[src/rtl/sio_pkg.sv]
package sio_pkg;
  localparam int ADDR_W     = 7;
  localparam int DATA_W     = 8;
  localparam int HDR_BITS   = 1 + ADDR_W;
  localparam int FRAME_BITS = HDR_BITS + DATA_W;
  localparam int CNT_W      = $clog2(FRAME_BITS + 1);
endpackage

[src/rtl/sio_sync.sv]
module sio_sync #(
  parameter int               STAGES  = 2,
  parameter int               WIDTH   = 1,
  parameter logic [WIDTH-1:0] RST_VAL = '0
) (
  input  logic             clk_i,
  input  logic             rst_ni,
  input  logic [WIDTH-1:0] d_i,
  output logic [WIDTH-1:0] q_o
);
  logic [WIDTH-1:0] stg_q [STAGES];

  always_ff @(posedge clk_i or negedge rst_ni) begin
    if (!rst_ni) begin
      for (int i = 0; i < STAGES; i++) stg_q[i] <= RST_VAL;
    end else begin
      stg_q[0] <= d_i;
      for (int i = 1; i < STAGES; i++) stg_q[i] <= stg_q[i-1];
    end
  end

  assign q_o = stg_q[STAGES-1];
endmodule

[src/rtl/sio_frame.sv]
module sio_frame
  import sio_pkg::*;
(
  input  logic              clk_i,
  input  logic              rst_ni,
  input  logic              sen_ni,
  input  logic              sclk_i,
  input  logic              sdi_i,
  input  logic [DATA_W-1:0] rdata_i,
  output logic [ADDR_W-1:0] addr_o,
  output logic [DATA_W-1:0] wdata_o,
  output logic              wr_o,
  output logic              sdo_o,
  output logic              oe_o
);
  logic              sclk_q, rise, fall;
  logic [CNT_W-1:0]  cnt_q;
  logic [HDR_BITS-2:0] rx_q;
  logic [HDR_BITS-1:0] rx_n;
  logic              dir_q, oe_q, wr_q;
  logic [ADDR_W-1:0] addr_q;
  logic [DATA_W-1:0] wdata_q, tx_q;

  assign rise = sclk_i & ~sclk_q;
  assign fall = ~sclk_i & sclk_q;
  assign rx_n = {rx_q, sdi_i};

  always_ff @(posedge clk_i or negedge rst_ni) begin
    if (!rst_ni) begin
      sclk_q  <= 1'b0;
      cnt_q   <= '0;
      rx_q    <= '0;
      dir_q   <= 1'b0;
      addr_q  <= '0;
      wdata_q <= '0;
      wr_q    <= 1'b0;
      oe_q    <= 1'b0;
      tx_q    <= '0;
    end else begin
      sclk_q <= sclk_i;
      wr_q   <= 1'b0;
      if (sen_ni) begin
        // idle or abort: drop partial frame
        cnt_q <= '0;
        oe_q  <= 1'b0;
      end else begin
        if (rise && cnt_q < CNT_W'(FRAME_BITS)) begin
          cnt_q <= cnt_q + 1'b1;
          rx_q  <= rx_n[HDR_BITS-2:0];
          if (cnt_q == CNT_W'(HDR_BITS - 1)) begin
            dir_q  <= rx_n[HDR_BITS-1];
            addr_q <= rx_n[ADDR_W-1:0];
          end
          if (cnt_q == CNT_W'(FRAME_BITS - 1) && !dir_q) begin
            wdata_q <= rx_n[DATA_W-1:0];
            wr_q    <= 1'b1;
          end
        end
        if (fall) begin
          if (oe_q) begin
            tx_q <= {tx_q[DATA_W-2:0], 1'b0};
          end else if (dir_q && cnt_q == CNT_W'(HDR_BITS)) begin
            tx_q <= rdata_i;
            oe_q <= 1'b1;
          end
        end
      end
    end
  end

  assign addr_o  = addr_q;
  assign wdata_o = wdata_q;
  assign wr_o    = wr_q;
  assign sdo_o   = tx_q[DATA_W-1];
  assign oe_o    = oe_q;


  sen_high_no_drive_chk: assert property (@(posedge clk_i) disable iff (!rst_ni)
    sen_ni |=> !oe_q);

  abort_clears_chk: assert property (@(posedge clk_i) disable iff (!rst_ni)
    sen_ni |=> cnt_q == '0);

  wr_at_frame_end_chk: assert property (@(posedge clk_i) disable iff (!rst_ni)
    wr_q |-> (cnt_q == CNT_W'(FRAME_BITS)) && !dir_q);

  drive_only_read_chk: assert property (@(posedge clk_i) disable iff (!rst_ni)
    oe_q |-> dir_q && (cnt_q >= CNT_W'(HDR_BITS)));

  single_write_chk: assert property (@(posedge clk_i) disable iff (!rst_ni)
    wr_q |=> !wr_q);
endmodule

[src/rtl/sio_regfile.sv]
module sio_regfile
  import sio_pkg::*;
#(
  parameter int NUM_CFG   = 16,
  parameter int NUM_STAT  = 4,
  parameter int STAT_BASE = 32
) (
  input  logic                       clk_i,
  input  logic                       rst_ni,
  input  logic                       wr_i,
  input  logic [ADDR_W-1:0]          addr_i,
  input  logic [DATA_W-1:0]          wdata_i,
  input  logic [NUM_STAT*DATA_W-1:0] status_i,
  output logic [DATA_W-1:0]          rdata_o,
  output logic [NUM_CFG*DATA_W-1:0]  cfg_o
);
  logic [DATA_W-1:0] cfg_q [NUM_CFG];

  for (genvar g = 0; g < NUM_CFG; g++) begin : g_cfg
    always_ff @(posedge clk_i or negedge rst_ni) begin
      if (!rst_ni)                               cfg_q[g] <= '0;
      else if (wr_i && addr_i == ADDR_W'(g))     cfg_q[g] <= wdata_i;
    end
    assign cfg_o[g*DATA_W +: DATA_W] = cfg_q[g];
  end

  always_comb begin
    rdata_o = '0;
    for (int i = 0; i < NUM_CFG; i++)
      if (addr_i == ADDR_W'(i)) rdata_o = cfg_q[i];
    for (int j = 0; j < NUM_STAT; j++)
      if (addr_i == ADDR_W'(STAT_BASE + j)) rdata_o = status_i[j*DATA_W +: DATA_W];
  end


  no_cfg_write_above_chk: assert property (@(posedge clk_i) disable iff (!rst_ni)
    (wr_i && addr_i >= ADDR_W'(NUM_CFG)) |=> $stable(cfg_o));
endmodule

[src/rtl/sio_regbank.sv]
module sio_regbank
  import sio_pkg::*;
#(
  parameter int NUM_CFG     = 16,
  parameter int NUM_STAT    = 4,
  parameter int STAT_BASE   = 32,
  parameter int SYNC_STAGES = 2
) (
  input  logic                       clk_i,
  input  logic                       rst_ni,
  input  logic                       sen_ni,
  input  logic                       sclk_i,
  input  logic                       sdio_i,
  output logic                       sdio_o,
  output logic                       sdio_oe_o,
  input  logic [NUM_STAT*DATA_W-1:0] status_i,
  output logic [NUM_CFG*DATA_W-1:0]  cfg_o
);
  logic              sen_s, sclk_s, sdi_s;
  logic              wr;
  logic [ADDR_W-1:0] addr;
  logic [DATA_W-1:0] wdata, rdata;

  sio_sync #(.STAGES(SYNC_STAGES), .WIDTH(3), .RST_VAL(3'b100)) u_sync (
    .clk_i  (clk_i),
    .rst_ni (rst_ni),
    .d_i    ({sen_ni, sclk_i, sdio_i}),
    .q_o    ({sen_s, sclk_s, sdi_s})
  );

  sio_frame u_frame (
    .clk_i   (clk_i),
    .rst_ni  (rst_ni),
    .sen_ni  (sen_s),
    .sclk_i  (sclk_s),
    .sdi_i   (sdi_s),
    .rdata_i (rdata),
    .addr_o  (addr),
    .wdata_o (wdata),
    .wr_o    (wr),
    .sdo_o   (sdio_o),
    .oe_o    (sdio_oe_o)
  );

  sio_regfile #(.NUM_CFG(NUM_CFG), .NUM_STAT(NUM_STAT), .STAT_BASE(STAT_BASE)) u_regs (
    .clk_i    (clk_i),
    .rst_ni   (rst_ni),
    .wr_i     (wr),
    .addr_i   (addr),
    .wdata_i  (wdata),
    .status_i (status_i),
    .rdata_o  (rdata),
    .cfg_o    (cfg_o)
  );
endmodule

[config.mk]
export PLATFORM = sky130hd
export DESIGN_NAME = sio_regbank
export DESIGN_NICKNAME = d
export VERILOG_FILES = /design/src/rtl/sio_pkg.sv /design/src/rtl/sio_sync.sv /design/src/rtl/sio_frame.sv /design/src/rtl/sio_regfile.sv /design/src/rtl/sio_regbank.sv
export SDC_FILE = /design/constraint.sdc
export NUM_CORES = 1
export LEC_CHECK = 0
export BUFFER_PORTS_ARGS = -buffer_cell sky130_fd_sc_hd__clkbuf_2
export CORE_ASPECT_RATIO = 1.4
export CORE_MARGIN = 5
export CORE_UTILIZATION = 45
export CTS_BUF_LIST = sky130_fd_sc_hd__clkbuf_4
export CTS_CLUSTER_SIZE = 8
export DETAILED_ROUTE_END_ITERATION = 12
export PLACE_DENSITY_LB_ADDON = 0.05
export SLEW_MARGIN = 25
export SYNTH_ARGS = -nofsm -noshare
export SYNTH_HDL_FRONTEND = slang
export SYNTH_SLANG_ARGS = --single-unit
export TNS_END_PERCENT = 50
[constraint.sdc]
create_clock -name clk_i -period 4.55 [get_ports clk_i]
set_input_delay 0.2275 -clock clk_i [delete_from_list [all_inputs] [get_ports clk_i]]
set_output_delay 0.2275 -clock clk_i [all_outputs]
set_load 0.02 [all_outputs]
==> results.ini, run 1 <==
[global_routing]
gr-usage-all-layers_pct=24.9
overflow=0
antenna_found_initial=1
grt_pass1_wl_mm=42.9
grt_start_max_net_pins=105
grt_pass1_vias=7053

[synth]
ys_seq_area_share_pct=49.4
synth.avg_cell_area_um2=12.0
ys.flop_type=dfrtp_1
yosys-top-cells-area=dfrtp_1, mux2_2, nand2_1
ys_ff_latch=173
synth_edf_count=0
synthesis.nets=771
async_flop_share_pct=100
synth.top_cell.area_share_pct=48.8
synthCells=731
synth_top_cell_by_area=dfrtp_1
yosys_warnings=0
syn_area_um2=8770
yosysUniqueCellTypes=76

[clock_tree]
clock_sinks=173
clockBufferDepth=2
root_buffer=clkbuf_4
insertion_delay_ns=0.58
cts_tree=yes
cts_buffers=17
path_clk_slew_ns=0.15
h-tree-depth=4

[sta]
tightest_slew_ns=0.880
fmax_mhz=324
tns_ns=0
relSlewSlack_pct=41.1
fin_ws_ns=1.46
hold_viol=0
post-route-period-util_pct=67.9
fin_crit_ns=3.09
setup_viol=0
rsz0062_at_grt=no
clock-skew-final_ns=0.0305
drv_slew=0

[worst_setup_path]
crit_arrival_ns=3.56
end_kind=flop
regToRegStartpoint=u_frame.addr_o[5]$_DFFE_PN0P_
r2r-end=u_regs.cfg_o[103]$_DFFE_PN0P_
cp.required_ns=5.02
worstSetupPathType=reg -> reg
cp_max_fo=14
start_kind=flop
r2r_setup_slack_ns=1.46
rr_worst_depth=4

[routing]
drtIter0Drc=612
drtPass1Iterations=8
via_count=6755
wl_per_cell_um=24.2
viasPerCell=5.92
wirelength_mm=27.6
antenna_left=0
drc_errors=0

[power_and_ir_drop]
leakagePower_uw=0.00486
vdd_drop_max_uv=169
switching_share_pct=24.9
pwr-share-seq_pct=59.8
intPower_uw=2010
p_comb_share_pct=3.3
p_clk_share_pct=36.9
power_uw=2680
power_density_nw_per_um2=268
switching_power_uw=665

[die]
die_w_um=128
die-area_um2=22400
initial_utilization_pct=45.7
core_um2=19200
io_pins=167
die_h_um=175
rows=60

[placed_design]
placed_cells=1104
preCtsSetupSlack_ns=1.46
portBuffers=166
gp_congestion=0.895
dpl.hpwl_mm=20.4
placed_area_um2=9640

[final_layout]
final_cells=1141
drive_gt1_share_pct=44.2
area_growth_pct=13.9
postLayoutCellArea_um2=10000
nets=919
fillers=1817

[worst_hold_path]
hp-class=in -> reg
hold_path_startpoint=status_i[0]
whs_path_depth=4
min_to=u_frame.tx_q[0]$_DFFE_PN0P_

[job]
drv_cap=0

[outcome]
outcome=complete, no violations

power by group through the flow:
stage          clock [µW]  sequential (µW)  combinational [µW]
3_5_place_dp            0             1630                87.7
4_1_cts              1010             1600                90.9
3_3_place_gp            0             1630                84.9
5_1_grt              1080             1610                 100
2_1_floorplan           0             1620                35.6
6_report              986             1600                88.3
synth_stat cells, types with 10 or more instances:
master and number:
a211oi_1 13, clkbuf_8 10, dfrtp_1 171, and3_1 11, nand3_1 15, clkbuf_1 18
mux2_2 150, buf_2 13, nand2_1 61, a21oi_1 27, mux2i_1 17, nor2_1 29
o21ai_0 33
worst max path at each step:
stage | slack, ns | cells after the start | startpoint | to
finish | 1.46 | 4 | u_frame.addr_o[5]$_DFFE_PN0P_ | u_regs.cfg_o[103]$_DFFE_PN0P_
global route | 1.35 | 4 | u_frame.addr_o[5]$_DFFE_PN0P_ | u_regs.cfg_o[101]$_DFFE_PN0P_
CTS | 1.45 | 4 | u_frame.addr_o[5]$_DFFE_PN0P_ | u_regs.cfg_o[97]$_DFFE_PN0P_
detailed placement | 1.46 | 4 | u_frame.addr_o[5]$_DFFE_PN0P_ | u_regs.cfg_o[103]$_DFFE_PN0P_
global placement | 1.44 | 4 | u_frame.addr_o[5]$_DFFE_PN0P_ | u_regs.cfg_o[103]$_DFFE_PN0P_
floorplan | 2.47 | 8 | u_frame.cnt_q[0]$_DFFE_PN0P_ | u_frame.tx_q[1]$_DFFE_PN0P_
layout make-up:
cell class                      instances  area (µm²)  share of cell area [%]
Timing Repair Buffer                  178         940                    9.40
Inverter                               10        37.5                   0.376
Sequential cell                       173        4330                    43.4
Multi-Input combinational cell        499        4060                    40.6
Tap cell                              248         310                    3.10
Clock buffer                           18         135                    1.35
Antenna cell                            1        2.50                  0.0250
Clock inverter                         14         180                    1.80
per-layer routing:
| layer | share of wire, % | GRT usage [%] |
|---|---|---|
| met1 | 42 | 32.1 |
| met2 | 51 | 43.5 |
| met3 | 5.6 | 4.62 |
| met4 | 1.7 | 5.40 |
| met5 | 0 | 0 |
worst max-delay path: stages (launching register included):
cell,delay (ns)
dfrtp_1,0.57
or4b_1,0.72
nor2_2,0.57
nand3_1,0.66
mux2_2,0.48
cells by family (layout without fill, tap and decap cells):
| logic type | Yosys count | in the layout | synth area share [%] |
|---|---|---|---|
| other | 0 | 1 | 0 |
| xor gates and xnor gates | 3 | 3 | 0.299 |
| DFF | 173 | 173 | 49.4 |
| buffers and inverters | 59 | 220 | 4.41 |
| AOI/OAI and AO/OA | 133 | 133 | 10.1 |
| muxes | 176 | 176 | 23.5 |
| adders and majority gates | 3 | 3 | 0.428 |
| and+or+nand+nor | 184 | 184 | 11.9 |
registers in the layout, summed over array words and instances, names as in the netlist:
register,count
u_frame.addr_o,7
u_frame.sclk_q,1
u_sync.q_o,3
u_sync.stg_q,3
u_regs.cfg_o,128
u_frame.oe_o,1
u_frame.wr_o,1
u_frame.dir_q,1
u_frame.rx_q,7
u_frame.cnt_q,5
u_frame.wdata_o,8
u_frame.tx_q,8
per-stage QoR:
step                util [%]  hold WS [ns]
floorplan                  -       -0.0681
global placement        50.1         0.320
detailed placement      50.1         0.318
CTS                     52.0        0.0514
global route            52.0        0.0701
finish                  52.0         0.107
what timing repair did:
action	in CTS	in global routing
buffers inserted	0	0
hold buffers	4	0
resized for setup	0	0
hold endpoints to repair	105	0
cell usage in the layout, fill, tap and decap left out, types with 5 or more instances in the layout:
master | netlist | final
inv_6 | 0 | 6
clkbuf_4 | 0 | 18
nand3_2 | 6 | 6
mux4_2 | 9 | 9
nor2b_1 | 7 | 7
a211o_1 | 6 | 6
and3_1 | 11 | 11
mux2i_1 | 17 | 17
inv_1 | 9 | 9
nand2b_1 | 8 | 8
mux2_2 | 150 | 150
dfrtp_1 | 171 | 169
nand3_1 | 15 | 15
clkbuf_2 | 0 | 165
a211oi_1 | 13 | 13
nor2_2 | 5 | 5
buf_4 | 2 | 8
o22ai_1 | 8 | 8
a21oi_1 | 27 | 27
nand2_1 | 61 | 61
nor2_1 | 29 | 29
nor3b_1 | 6 | 6
a22oi_1 | 7 | 7
o21ai_0 | 33 | 33
No activity file was read; power rests on OpenSTA's default activity.
==> inputs of run 2 (changes only) <==
==> constraint.sdc (replaced) <==
create_clock -name clk_i -period 3.17 [get_ports clk_i]
set_input_delay 0.1585 -clock clk_i [delete_from_list [all_inputs] [get_ports clk_i]]
set_output_delay 0.1585 -clock clk_i [all_outputs]
set_load 0.02 [all_outputs]
==> results.ini, run 2 (synthesis results as in run 1) <==
[sta]
post-route-period-util_pct=85.1
fmax_mhz=371
tightest_slew_ns=0.968
whs_ns=0.0711
tns_ns=0
fin_crit_ns=2.70
rsz0062_at_grt=no
hold_viol=0
drv_slew=0
relSlewSlack_pct=35.2
clock-skew-final_ns=0.0352
setup_viol=0

[routing]
via_count=6865
drtPass1Iterations=5
drc_errors=0
drtIter0Drc=446
antenna_left=0
wl_per_cell_um=24.4
viasPerCell=5.91
wirelength_mm=28.3

[worst_setup_path]
rr_worst_depth=6
worstSetupPathType=reg -> reg
crit_path_top_delay_cell=nor2_1
cp_slowest_stage_delay_ns=0.81
crit_chain=nor2_1 -> o2bb2ai_1 -> a222oi_1 -> a21boi_0 -> a2111o_1 -> a221oi_2
cp_max_fo=25
crit_arrival_ns=3.20
cp.required_ns=3.67
end_kind=flop
start_kind=flop

[global_routing]
antenna_found_initial=1
grt_pass1_vias=7195
overflow=0
grt_start_max_net_pins=88
gr-usage-all-layers_pct=25.7
grt_pass1_wl_mm=44.2

[power_and_ir_drop]
pwr-share-seq_pct=63.2
switching_power_uw=976
intPower_uw=2660
p_clk_share_pct=33.1
p_comb_share_pct=3.6
leakagePower_uw=0.00493
vdd_drop_max_uv=197
switching_share_pct=26.8
power_density_nw_per_um2=360

[clock_tree]
clockBufferDepth=2
insertion_delay_ns=0.59
root_buffer=clkbuf_4
cts-hold-fix-buffers=6
clock_sinks=173
path_clk_slew_ns=0.15
h-tree-depth=4
cts_buffers=17
post_cts_buffers=0
cts_tree=yes
cts_resized=0

[final_layout]
area_growth_pct=15.1
nets=939
drive_gt1_share_pct=45.3
fin_util_pct=52.5
most-common-layout-cells=dfrtp_1, clkbuf_2, mux2_2
largest_reg_flops=128
final_common_cell=dfrtp_1

[die]
die_w_um=128
die_h_um=175
initial_utilization_pct=45.7
die-area_um2=22400
rows=60
io_pins=167
core_um2=19200

[worst_hold_path]
whs_path_depth=5
hp-class=in -> reg

[placed_design]
dpl.hpwl_mm=21.0
portBuffers=166
gp_congestion=0.908

[outcome]
outcome=complete, no violations

[job]
drv_cap=0

-- run 2: power by group through the flow --
stage	Sequential, µW	Combinational (µW)	Clock [µW]
2_1_floorplan	2320	51.1	0
3_3_place_gp	2340	127	0
3_5_place_dp	2340	130	0
4_1_cts	2300	136	1240
5_1_grt	2310	153	1320
6_report	2300	133	1210
-- run 2: final timing paths --
| check | slack, ns | to | from |
|---|---|---|---|
| worst min-delay path | 0.07 | u_frame.tx_q[6]$_DFFE_PN0P_ | status_i[6] |
| worst min register to register | 0.37 | u_sync.q_o[2]$_DFF_PN1_ | u_sync.stg_q[5]$_DFF_PN1_ |
| worst max-delay path | 0.47 | u_frame.tx_q[5]$_DFFE_PN0P_ | u_frame.addr_o[1]$_DFFE_PN0P_ |
| min in group asynchronous | 0.19 | u_regs.cfg_o[41]$_DFFE_PN0P_ | rst_ni |
| worst max register to register | 0.47 | u_frame.tx_q[5]$_DFFE_PN0P_ | u_frame.addr_o[1]$_DFFE_PN0P_ |
| max in group asynchronous | 2.00 | u_regs.cfg_o[67]$_DFFE_PN0P_ | rst_ni |
-- run 2: worst max-delay path: cells and delay by family, from the launching register on --
| kind | cells | cell delay, ns |
|---|---|---|
| AOI/OAI and AO/OA | 5 | 1.17 |
| DFF | 1 | 0.63 |
| and+or+nand+nor | 1 | 0.81 |
-- run 2: final cells by class --
| type | count | area, µm² |
|---|---|---|
| clock buffer | 19 | 143 |
| timing repair buffer | 198 | 1100 |
| antenna | 1 | 2.50 |
| inverter | 10 | 37.5 |
| fill | 1782 | 9120 |
| clock inverter | 13 | 108 |
| multi-input combinational | 499 | 4060 |
| tap | 248 | 310 |
| sequential | 173 | 4330 |
-- run 2: layer usage --
layer / global-route usage (%) / part of all wire (%) / vias up
li1: - / - / 3032
met1: 32.8 / 40 / 3482
met2: 43.7 / 51 / 304
met3: 4.68 / 5.9 / 47
met4: 9.12 / 2.7 / 0
met5: 0 / 0 / -
-- run 2: through the flow --
stage | power [µW] | worst slack, ns | std cells | cell area, µm²
after floorplan | 2370 | 1.09 | 731 | 8770
after global placement | 2470 | 0.509 | 1122 | 9780
after detailed placement | 2470 | 0.520 | 1122 | 9780
after CTS | 3680 | 0.487 | 1160 | 10100
after global routing | 3780 | 0.369 | 1161 | 10100
final | 3640 | 0.471 | 1161 | 10100
